<file path="config.mk">
export PLATFORM = sky130hd
export DESIGN_NAME = evt_serializer
export DESIGN_NICKNAME = d
export VERILOG_FILES = /design/src/rtl/evt_pkg.sv /design/src/rtl/evt_baud_gen.sv /design/src/rtl/evt_uart_tx.sv /design/src/rtl/evt_delta.sv /design/src/rtl/evt_serializer.sv
export SDC_FILE = /design/constraint.sdc
export NUM_CORES = 1
export LEC_CHECK = 0
export BUFFER_PORTS_ARGS = -buffer_cell sky130_fd_sc_hd__buf_2
export CELL_PAD_IN_SITES_DETAIL_PLACEMENT = 2
export CELL_PAD_IN_SITES_GLOBAL_PLACEMENT = 2
export CORE_UTILIZATION = 38
export DETAILED_ROUTE_END_ITERATION = 6
export GPL_ROUTABILITY_DRIVEN = 0
export PLACE_DENSITY_LB_ADDON = 0.12
export SYNTH_ARGS = -nofsm -noshare
export SYNTH_HDL_FRONTEND = slang
export SYNTH_SLANG_ARGS = --single-unit
</file>
<file path="constraint.sdc">
create_clock -name clk -period 4.73 [get_ports clk]
set_input_delay 0.473 -clock clk [delete_from_list [all_inputs] [get_ports clk]]
set_output_delay 0.473 -clock clk [all_outputs]
set_load 0.01 [all_outputs]
</file>
<file path="src/rtl/evt_pkg.sv">
// Shared widths and the record packing rule for the event serializer.
// Assumes a 21-bit wrapping microsecond timestamp and three channel bits.
package evt_pkg;
    localparam int TS_W  = 21;
    localparam int ST_W  = 3;
    localparam int REC_W = TS_W + ST_W;
    localparam int BYTES = REC_W / 8;

    typedef enum logic [2:0] {
        S_IDLE,
        S_READ,
        S_CALC,
        S_LOAD,
        S_WAIT
    } ser_state_t;

    // Select byte k of a record, k = 0 being the most significant.
    function automatic logic [7:0] rec_byte(input logic [REC_W-1:0] rec,
                                            input logic [1:0] k);
        logic [7:0] b;
        b = 8'h00;
        for (int i = 0; i < BYTES; i++) begin
            if (k == i[1:0]) b = rec[REC_W-1-8*i -: 8];
        end
        return b;
    endfunction
endpackage

</file>
<file path="src/rtl/evt_baud_gen.sv">
// Bit-period tick generator. Counts system clocks while enabled and
// pulses tick every DIV cycles; held at zero while disabled so the
// first bit of a frame gets a full period. Assumes DIV >= 2.
module evt_baud_gen #(
    parameter int DIV = 2604
) (
    input  logic clk,
    input  logic rst_n,
    input  logic en,
    output logic tick
);
    localparam int CNT_W = $clog2(DIV + 1);

    logic [CNT_W-1:0] cnt_q;

    assign tick = en && (cnt_q == CNT_W'(DIV - 1));

    // Period counter, restarted whenever the transmitter is idle.
    always_ff @(posedge clk) begin
        if (!rst_n || !en || tick) cnt_q <= '0;
        else                       cnt_q <= cnt_q + 1'b1;
    end
endmodule

</file>
<file path="src/rtl/evt_uart_tx.sv">
// 8N1 serial transmitter. A load pulse while idle latches one byte and
// sends start, eight data bits LSB first, then stop. Assumes load is
// only asserted while active is low.
module evt_uart_tx #(
    parameter int DIV = 2604
) (
    input  logic       clk,
    input  logic       rst_n,
    input  logic       load,
    input  logic [7:0] data,
    output logic       active,
    output logic       tx
);
    localparam int FRAME = 10;

    logic [FRAME-1:0] sh_q;
    logic [3:0]       nbit_q;
    logic             active_q;
    logic             tick;

    evt_baud_gen #(.DIV(DIV)) u_baud (
        .clk  (clk),
        .rst_n(rst_n),
        .en   (active_q),
        .tick (tick)
    );

    assign active = active_q;
    assign tx     = active_q ? sh_q[0] : 1'b1;

    // Frame shifter: load the frame, then shift one bit per tick.
    always_ff @(posedge clk) begin
        if (!rst_n) begin
            sh_q     <= '1;
            nbit_q   <= '0;
            active_q <= 1'b0;
        end else if (load && !active_q) begin
            sh_q     <= {1'b1, data, 1'b0};
            nbit_q   <= '0;
            active_q <= 1'b1;
        end else if (tick) begin
            sh_q   <= {1'b1, sh_q[FRAME-1:1]};
            nbit_q <= nbit_q + 1'b1;
            if (nbit_q == 4'(FRAME - 1)) active_q <= 1'b0;
        end
    end
endmodule

</file>
<file path="src/rtl/evt_delta.sv">
// Interval former. On capture it subtracts the previous timestamp from
// the new one modulo 2^TS_W (zero for the first event of a run) and
// registers the packed record {states, interval}.
module evt_delta
    import evt_pkg::*;
(
    input  logic             clk,
    input  logic             rst_n,
    input  logic             capture,
    input  logic             first,
    input  logic [REC_W-1:0] word,
    output logic [REC_W-1:0] rec
);
    logic [TS_W-1:0]  prev_q;
    logic [TS_W-1:0]  ts;
    logic [TS_W-1:0]  interval;
    logic [REC_W-1:0] rec_q;

    assign ts       = word[TS_W-1:0];
    assign interval = first ? '0 : (ts - prev_q);
    assign rec      = rec_q;

    // Hold the last timestamp and the packed record of the current event.
    always_ff @(posedge clk) begin
        if (!rst_n) begin
            prev_q <= '0;
            rec_q  <= '0;
        end else if (capture) begin
            prev_q <= ts;
            rec_q  <= {word[REC_W-1 -: ST_W], interval};
        end
    end
endmodule

</file>
<file path="src/rtl/evt_serializer.sv">
// Event interval packer and serializer (top). On an idle start with a
// nonzero count it reads events 0..count-1, forms interval records and
// sends each as three bytes, MSB byte first. Assumes rd_data is valid
// one cycle after rd_addr and that memory is not rewritten while busy.
module evt_serializer
    import evt_pkg::*;
#(
    parameter int CLK_HZ  = 50_000_000,
    parameter int BAUD_HZ = 19_200,
    parameter int ADDR_W  = 9
) (
    input  logic              clk,
    input  logic              rst_n,
    input  logic              start,
    input  logic [ADDR_W:0]   evt_count,
    output logic [ADDR_W-1:0] rd_addr,
    input  logic [REC_W-1:0]  rd_data,
    output logic              busy,
    output logic              tx
);
    localparam int DIV = (CLK_HZ + BAUD_HZ / 2) / BAUD_HZ;

    ser_state_t        state_q;
    logic [ADDR_W:0]   cnt_q;
    logic [ADDR_W-1:0] idx_q;
    logic [1:0]        bsel_q;
    logic [REC_W-1:0]  rec;
    logic              last_evt;
    logic              last_byte;
    logic              capture;
    logic              uart_load;
    logic              uart_active;

    assign last_evt  = ({1'b0, idx_q} + (ADDR_W + 1)'(1)) == cnt_q;
    assign last_byte = bsel_q == 2'(BYTES - 1);
    assign capture   = state_q == S_CALC;
    assign uart_load = state_q == S_LOAD;
    assign busy      = state_q != S_IDLE;
    assign rd_addr   = idx_q;

    evt_delta u_delta (
        .clk    (clk),
        .rst_n  (rst_n),
        .capture(capture),
        .first  (idx_q == '0),
        .word   (rd_data),
        .rec    (rec)
    );

    evt_uart_tx #(.DIV(DIV)) u_tx (
        .clk   (clk),
        .rst_n (rst_n),
        .load  (uart_load),
        .data  (rec_byte(rec, bsel_q)),
        .active(uart_active),
        .tx    (tx)
    );

    // Sequencer: read, form record, send three bytes, next event.
    always_ff @(posedge clk) begin
        if (!rst_n) begin
            state_q <= S_IDLE;
            cnt_q   <= '0;
            idx_q   <= '0;
            bsel_q  <= '0;
        end else begin
            case (state_q)
                S_IDLE: begin
                    if (start && evt_count != '0) begin
                        cnt_q   <= evt_count;
                        idx_q   <= '0;
                        state_q <= S_READ;
                    end
                end
                S_READ: state_q <= S_CALC;
                S_CALC: begin
                    bsel_q  <= '0;
                    state_q <= S_LOAD;
                end
                S_LOAD: state_q <= S_WAIT;
                S_WAIT: begin
                    if (!uart_active) begin
                        if (!last_byte) begin
                            bsel_q  <= bsel_q + 1'b1;
                            state_q <= S_LOAD;
                        end else if (last_evt) begin
                            state_q <= S_IDLE;
                        end else begin
                            idx_q   <= idx_q + 1'b1;
                            state_q <= S_READ;
                        end
                    end
                end
                default: state_q <= S_IDLE;
            endcase
        end
    end
endmodule

</file>
# Yosys cells after proc, flatten, opt, wreduce, memory -nomap -nowiden
# Cells that the tools add are included.
# totals
regBits,95
latchBits,0
ramBits,0
rom_bits,0
input_bits,37
out_inout_bits,11
wordCells,76
n_memories,0
# op_classes
n_addsub,6
mul,0
div_mod_pow,0
order_cmp,0
eq_ne,14
shifts,0
muxes,23
bitwise,1
n_reduce_logical,22
# op_table
op,count
two-way mux 9 bit,6
two-way mux 8 bit,3
two-way mux 21 bit,1
subtractor 21 bit,1
case mux 9 bit (2 select lines),1
case mux 3 bit (5 select lines),1
"adder 12 x 1 -> 12 bit, second input constant",1
"equality test 12 bit, second input constant",1
"adder 9 x 1 -> 10 bit, second input constant",1
equality test 10 bit,1
"inequality test 2 bit, second input constant",5
nonzero test 10 bit,1
"adder 9 x 1 -> 9 bit, second input constant",1
logical NOT 9 bit,1
nonzero test 2 bit,4
"equality test 3 x 2 -> 1 bit, second input constant",2
two-way mux 2 bit,3
two-way mux 3 bit,2
AND reduction 2 bit,3
two-way mux 1 bit,5
AND reduction 5 bit,1
"adder 4 x 1 -> 4 bit, second input constant",1
"equality test 4 bit, second input constant",1
case mux 2 bit (2 select lines),1
other kinds (14),18

# Depth between registers and ports, before layout
# logic_depth
ltp_word,6
mapped_depth,10
ltp_nobuf,10

# Cells and area by module
# A second synthesis with hierarchy kept.
# unflattened
hier_cells,676
area_unflattened_um2,5765.5
# modules_own_cells
mod,n_inst,cells_each,area_each_um2,seq_area_each_um2
evt_delta,1,308,2676.3,900.9
evt_serializer,1,242,1876.8,480.5
evt_uart_tx,1,66,681.9,280.3
evt_baud_gen,1,60,530.5,240.2

# Least setup slack after synthesis
# No wires, ideal clock.
# synth_timing
path_type,input -> register
start,input rd_data[0]
end,"register u_delta.rec_q[14], in the netlist u_delta.rec[14]"
setup_ns,0.129
arrival_ns,2.422
required_ns,4.601
setup_slack_ns,2.179
cell_stages,10
path_buffers,0
path_cell_list,inv_1 > ha_1 > fa_1 > nor2b_1 > o21ai_0 > o21ai_0 > o22ai_1 > o311ai_0 > xnor2_1 > o21ai_0
# synth_via
elab_chain_len,2
# synth_rtl
element,line_no,rtl
from (decl),evt_serializer.sv:17,"input logic [REC_W-1:0] rd_data,"
subtractor 21 bit,evt_delta.sv:20,assign interval = first ? '0 : (ts - prev_q);
two-way mux 21 bit,evt_delta.sv:20,
to (signal assigned),evt_delta.sv:30,"rec_q <= {word[REC_W-1 -: ST_W], interval};"
to (decl),evt_delta.sv:17,logic [REC_W-1:0] rec_q;
# No other way between the ends.
# A chain may end at the register's enable or synchronous reset.

# Final worst setup path
# layout_timing
start,"register idx_q[0], in the netlist rd_addr[0]"
end,"register idx_q[8], in the netlist rd_addr[8]"
# layout_via
elab_chain_len,5
elab_cells_between_ends,9
classes_between,add/sub (2); eq/ne (2); mux (4); reduce/logical (1)
# layout_rtl
element,line_no,rtl
from (decl),evt_serializer.sv:25,logic [ADDR_W-1:0] idx_q;
from (signal assigned),evt_serializer.sv:89,idx_q <= idx_q + 1'b1;
"parallel branches: the longest is 5 deep, another holds adder 9 x 1 -> 10 bit",n/a,
# Several ways; the timed one is not identified. The select of a mux whose other input is x is not followed.

==> results <==
- Summed over all layers, the global routing overflow is 0.
- In the final routed layout, each cell accounts on average for about 19 um.
- Multiplexer cells account for 4.36% of the synthesized area.
- After Yosys synthesis, and, or, nand and nor cells account for 23.0% of the synthesized area.
- The final count of hold timing violations was 0.
- The total routing resource utilization after global routing is about 24%.
- The shortest period the worst path allows is 2970 ps.
- TritonCTS built the clock tree.
- Setup repair after global routing left no endpoint under its margin.
- In this run, the number of DRC markers left after iteration 0 of detailed routing was 184.
- After the last flow step, the layout net total stands at 779.
- The slew at the pin closest to its max-slew limit is 1020 ps.
- The clock reaches the later pin of the worst-skew pair after 360 ps.
- For the worst setup path, the data required time is 4950 ps.
- The placed wire-length estimate after detailed placement is 11.9 mm.
- For this run, the number of standard cells in the final layout without fillers is 899.
- Setup violations remaining at the end of the flow were counted as 0.
- The clock transition at the register clock pins on the worst setup and hold paths after CTS is 70 ps.
- The total area inside the core boundary comes to 14000 um^2.
- In this run the static leakage power is 2.26 nW.
- The sort of element at the end of the critical path is a register.
- The synthesized-area fraction occupied by ao, oa, aoi and oai cells is 19.1%.
- The die extent in x is ~120 um.
- After clock tree synthesis, the setup repair step added 0 buffers.
- The cell depth of the worst hold path is 3.
- The critical setup path kind is register to register.
- The first global-routing pass estimated roughly 28 mm of wire.
- The number of buffers created by CTS is 9.
- The count of cells along the worst register-to-register path is 8.
- The area growth from synthesis to final layout is 11.6%.
- The post-detailed-route count of antenna-violating nets is 0.
- The share of the yosys chip area belonging to registers is 34.7%.
- Max-cap violations in this run came to 0.
- By area, the combinational part of the netlist is dominated by simple AND/OR/NAND/NOR gates.
- The source of the critical timing path is rd_addr[0].
- Of the total synthesized cell area, the portion taken by full adders, half adders and majority gates is 6.76%.
- Headroom to the max-slew limit came out at 31.9%.
- The synthesized design contains 0 enable-type register cells.
- The I/O pin total is 48.
- The maximum ir drop on the vdd rail is 0.159 mV.
- Wires add up to 16.7 mm.
- The H-tree level count is 3.
- In this run the tool buffered the top-level ports with 47 buffer cells.
- The pre-antenna-repair detailed-routing pass consisted of 4 iterations.
- The mean area per synthesized cell is between 7 and 8 um^2.
- The number of antenna violations at the first check in global routing was 1.
- For this run, design rule violations remaining after detail routing come to 0.
- The aggregate negative setup slack is 0 ps.
- The cts-stage hold buffer count is 0.
- Data arrives at the worst endpoint at 3190 ps.
- The maximum root-to-sink buffer count is 2.
- The worst setup path is launched from a register.
- The net count after synthesis is between 700 and 800.
- The xor/xnor share of the synthesized area is 6.55%.
- The die covers roughly 15000 um^2.
- The peak fanout along the critical path is 19.
- The share of flip-flops with an asynchronous set or reset is 0%.
- The number of slew-limit violations in the final report is 0.
- The portion of the clock cycle consumed by the worst path in the final layout is 62.8%.
- Counting every instance in the synthesized netlist gives 691.
- The via density per instance is 5.55.
- The largest clock skew in the final design is 3.87 ps.
- CTS saw 95 sinks.
- The run finished with clean final reports.
- After detailed placement, the design holds a cell count of 882.
- In this run the most critical hold path is launched from rd_data[23].
- Once routing completed, OpenROAD measured the worst setup slack at 1760 ps.
- The initial standard-cell utilization of the core is between 30% and 40%.
- Detailed routing inserted a total of roughly 5000 vias.
- The flop and latch count out of synthesis is 95.
- The post-route netlist has 13.0% of its cells at a drive strength greater than 1.
- The min-delay analysis places its worst path in the category input pin to register.
- The post-place setup slack is 1660 ps.
- The count of warnings emitted by yosys is 0.
- The number of global-route vias before repair is ~5400.
- For this run, the leading register cell type out of synthesis is sky130_fd_sc_hd__dfxtp_1.
- Row generation in the floorplan step produced 43 rows.
- The post-synthesis instance area is approximately 5500 um^2.
- Based on the critical path, the design can be clocked at up to 337 MHz.
- The startpoint of the lowest-slack register-to-register path is rd_addr[0].
- The count of distinct cell types in the synthesized netlist is 70.
- Entering global routing, the biggest net connects 56 pins.
- The number of gates resized after CTS was 0.
- The floorplan die height is 122 um.
- Power spread over the standard cell area amounts to between 300 and 400 nW/um^2.
- In this run the clock root is driven by a sky130_fd_sc_hd__clkbuf_16.
-- final timing paths --
| path | endpoint | slack, ps |
|---|---|---|
| worst max-delay path | rd_addr[8] | 1760 |
| worst min-delay path | u_delta.rec[23] | 360 |
| worst max register to register | rd_addr[8] | 1760 |
| worst min register to register | u_delta.prev_q[4] | 460 |
-- cells in the mapped netlist (4+ instances only) --
cell type	number	area (um^2)
sky130_fd_sc_hd__nand2_1	109	409
sky130_fd_sc_hd__inv_1	36	135
sky130_fd_sc_hd__nand4_1	7	43.8
sky130_fd_sc_hd__o211ai_1	15	113
sky130_fd_sc_hd__xor2_1	18	158
sky130_fd_sc_hd__nor2b_1	7	43.8
sky130_fd_sc_hd__and3_1	5	31.3
sky130_fd_sc_hd__or2_2	5	31.3
sky130_fd_sc_hd__nand2b_1	6	37.5
sky130_fd_sc_hd__a21o_1	7	52.6
sky130_fd_sc_hd__ha_1	28	350
sky130_fd_sc_hd__nor2_1	60	225
sky130_fd_sc_hd__or3_1	6	37.5
sky130_fd_sc_hd__or4_1	6	45.0
sky130_fd_sc_hd__nor3_1	10	50.1
sky130_fd_sc_hd__mux2_2	7	78.8
sky130_fd_sc_hd__a22oi_1	6	45.0
sky130_fd_sc_hd__mux2i_1	16	160
sky130_fd_sc_hd__xnor2_1	23	201
sky130_fd_sc_hd__nand3_1	20	100
sky130_fd_sc_hd__buf_2	6	30.0
sky130_fd_sc_hd__and2_1	4	25.0
sky130_fd_sc_hd__o21a_1	6	45.0
sky130_fd_sc_hd__clkbuf_1	30	113
sky130_fd_sc_hd__dfxtp_1	95	1900
sky130_fd_sc_hd__a21oi_1	57	285
sky130_fd_sc_hd__o21ai_0	31	155
-- cell type report --
type | count | area (um^2)
repair buffers | 51 | 265
flip-flops and latches | 95 | 1900
diodes | 1 | 2.50
inverters | 36 | 135
clock inverters | 7 | 78.8
well taps | 180 | 225
clock buffers | 9 | 225
fillers | 1649 | 7870
multi-input cells | 520 | 3280
-- report_power, final --
group	switching [mW]	internal, mW
clock	0.352	0.417
combinational	0.171	0.109
sequential	0.0167	0.818
total	0.540	1.34
-- metal layers --
| metal | up-vias | track usage [%] | wire length (um) |
|---|---|---|---|
| met2 | 55 | 44.3 | 8660 |
| met5 | - | 0 | 0 |
| met3 | 24 | 3.18 | 322 |
| met4 | 0 | 10.3 | 412 |
| li1 | 2452 | - | - |
| met1 | 2455 | 27.4 | 7340 |
-- worst max-delay path, cell delays in order (launching register included) --
cell and delay (ps):
sky130_fd_sc_hd__dfxtp_1 480, sky130_fd_sc_hd__ha_1 330, sky130_fd_sc_hd__nand3_1 220, sky130_fd_sc_hd__or2_2 360
sky130_fd_sc_hd__nor3_1 320, sky130_fd_sc_hd__o2111ai_1 190, sky130_fd_sc_hd__o211ai_2 600, sky130_fd_sc_hd__or4_2 240
sky130_fd_sc_hd__o211ai_1 80
-- stage by stage --
| step | utilization, % | power, mW | hold WS (ps) | instance area [um^2] |
|---|---|---|---|---|
| 6_report | 43.7 | 1.88 | 356 | 6110 |
| 5_1_grt | 43.7 | 1.96 | 380 | 6110 |
| 4_1_cts | 43.7 | 1.91 | 347 | 6110 |
| 3_5_place_dp | 41.5 | 1.13 | 455 | 5810 |
| 3_3_place_gp | 41.5 | 1.11 | 441 | 5810 |
| 2_1_floorplan | - | 1.04 | 425 | 5480 |
-- kinds of logic after synthesis --
logic type      after synthesis
compound gates              162
xor+xnor                     41
fa+ha+maj                    29
buf+inv                      76
flops                        95
mux                          23
simple gates                265
-- flip-flops by register name (all words and copies together) (netlist names) --
name               cells
u_tx.u_baud.cnt_q     12
u_tx.sh_q              9
u_delta.rec           24
u_tx.nbit_q            4
state_q                3
u_tx.active            1
bsel_q                 2
rd_addr                9
u_delta.prev_q        21
cnt_q                 10
-- placed cells by master, fill, tap and decap left out, drive strengths merged, types with 8 or more instances in the layout --
master	netlist	routed
o21ai	32	32
mux2i	16	16
a21oi	57	57
buf	9	51
dfxtp	95	95
o211ai	16	16
nor3	10	10
or4	9	9
nand2	109	109
ha	28	28
xor2	18	18
inv	36	39
clkbuf	31	9
xnor2	23	23
nand4	8	8
nand3	21	21
nor2	60	60
Note: power is estimated with default switching activity, not from simulation.
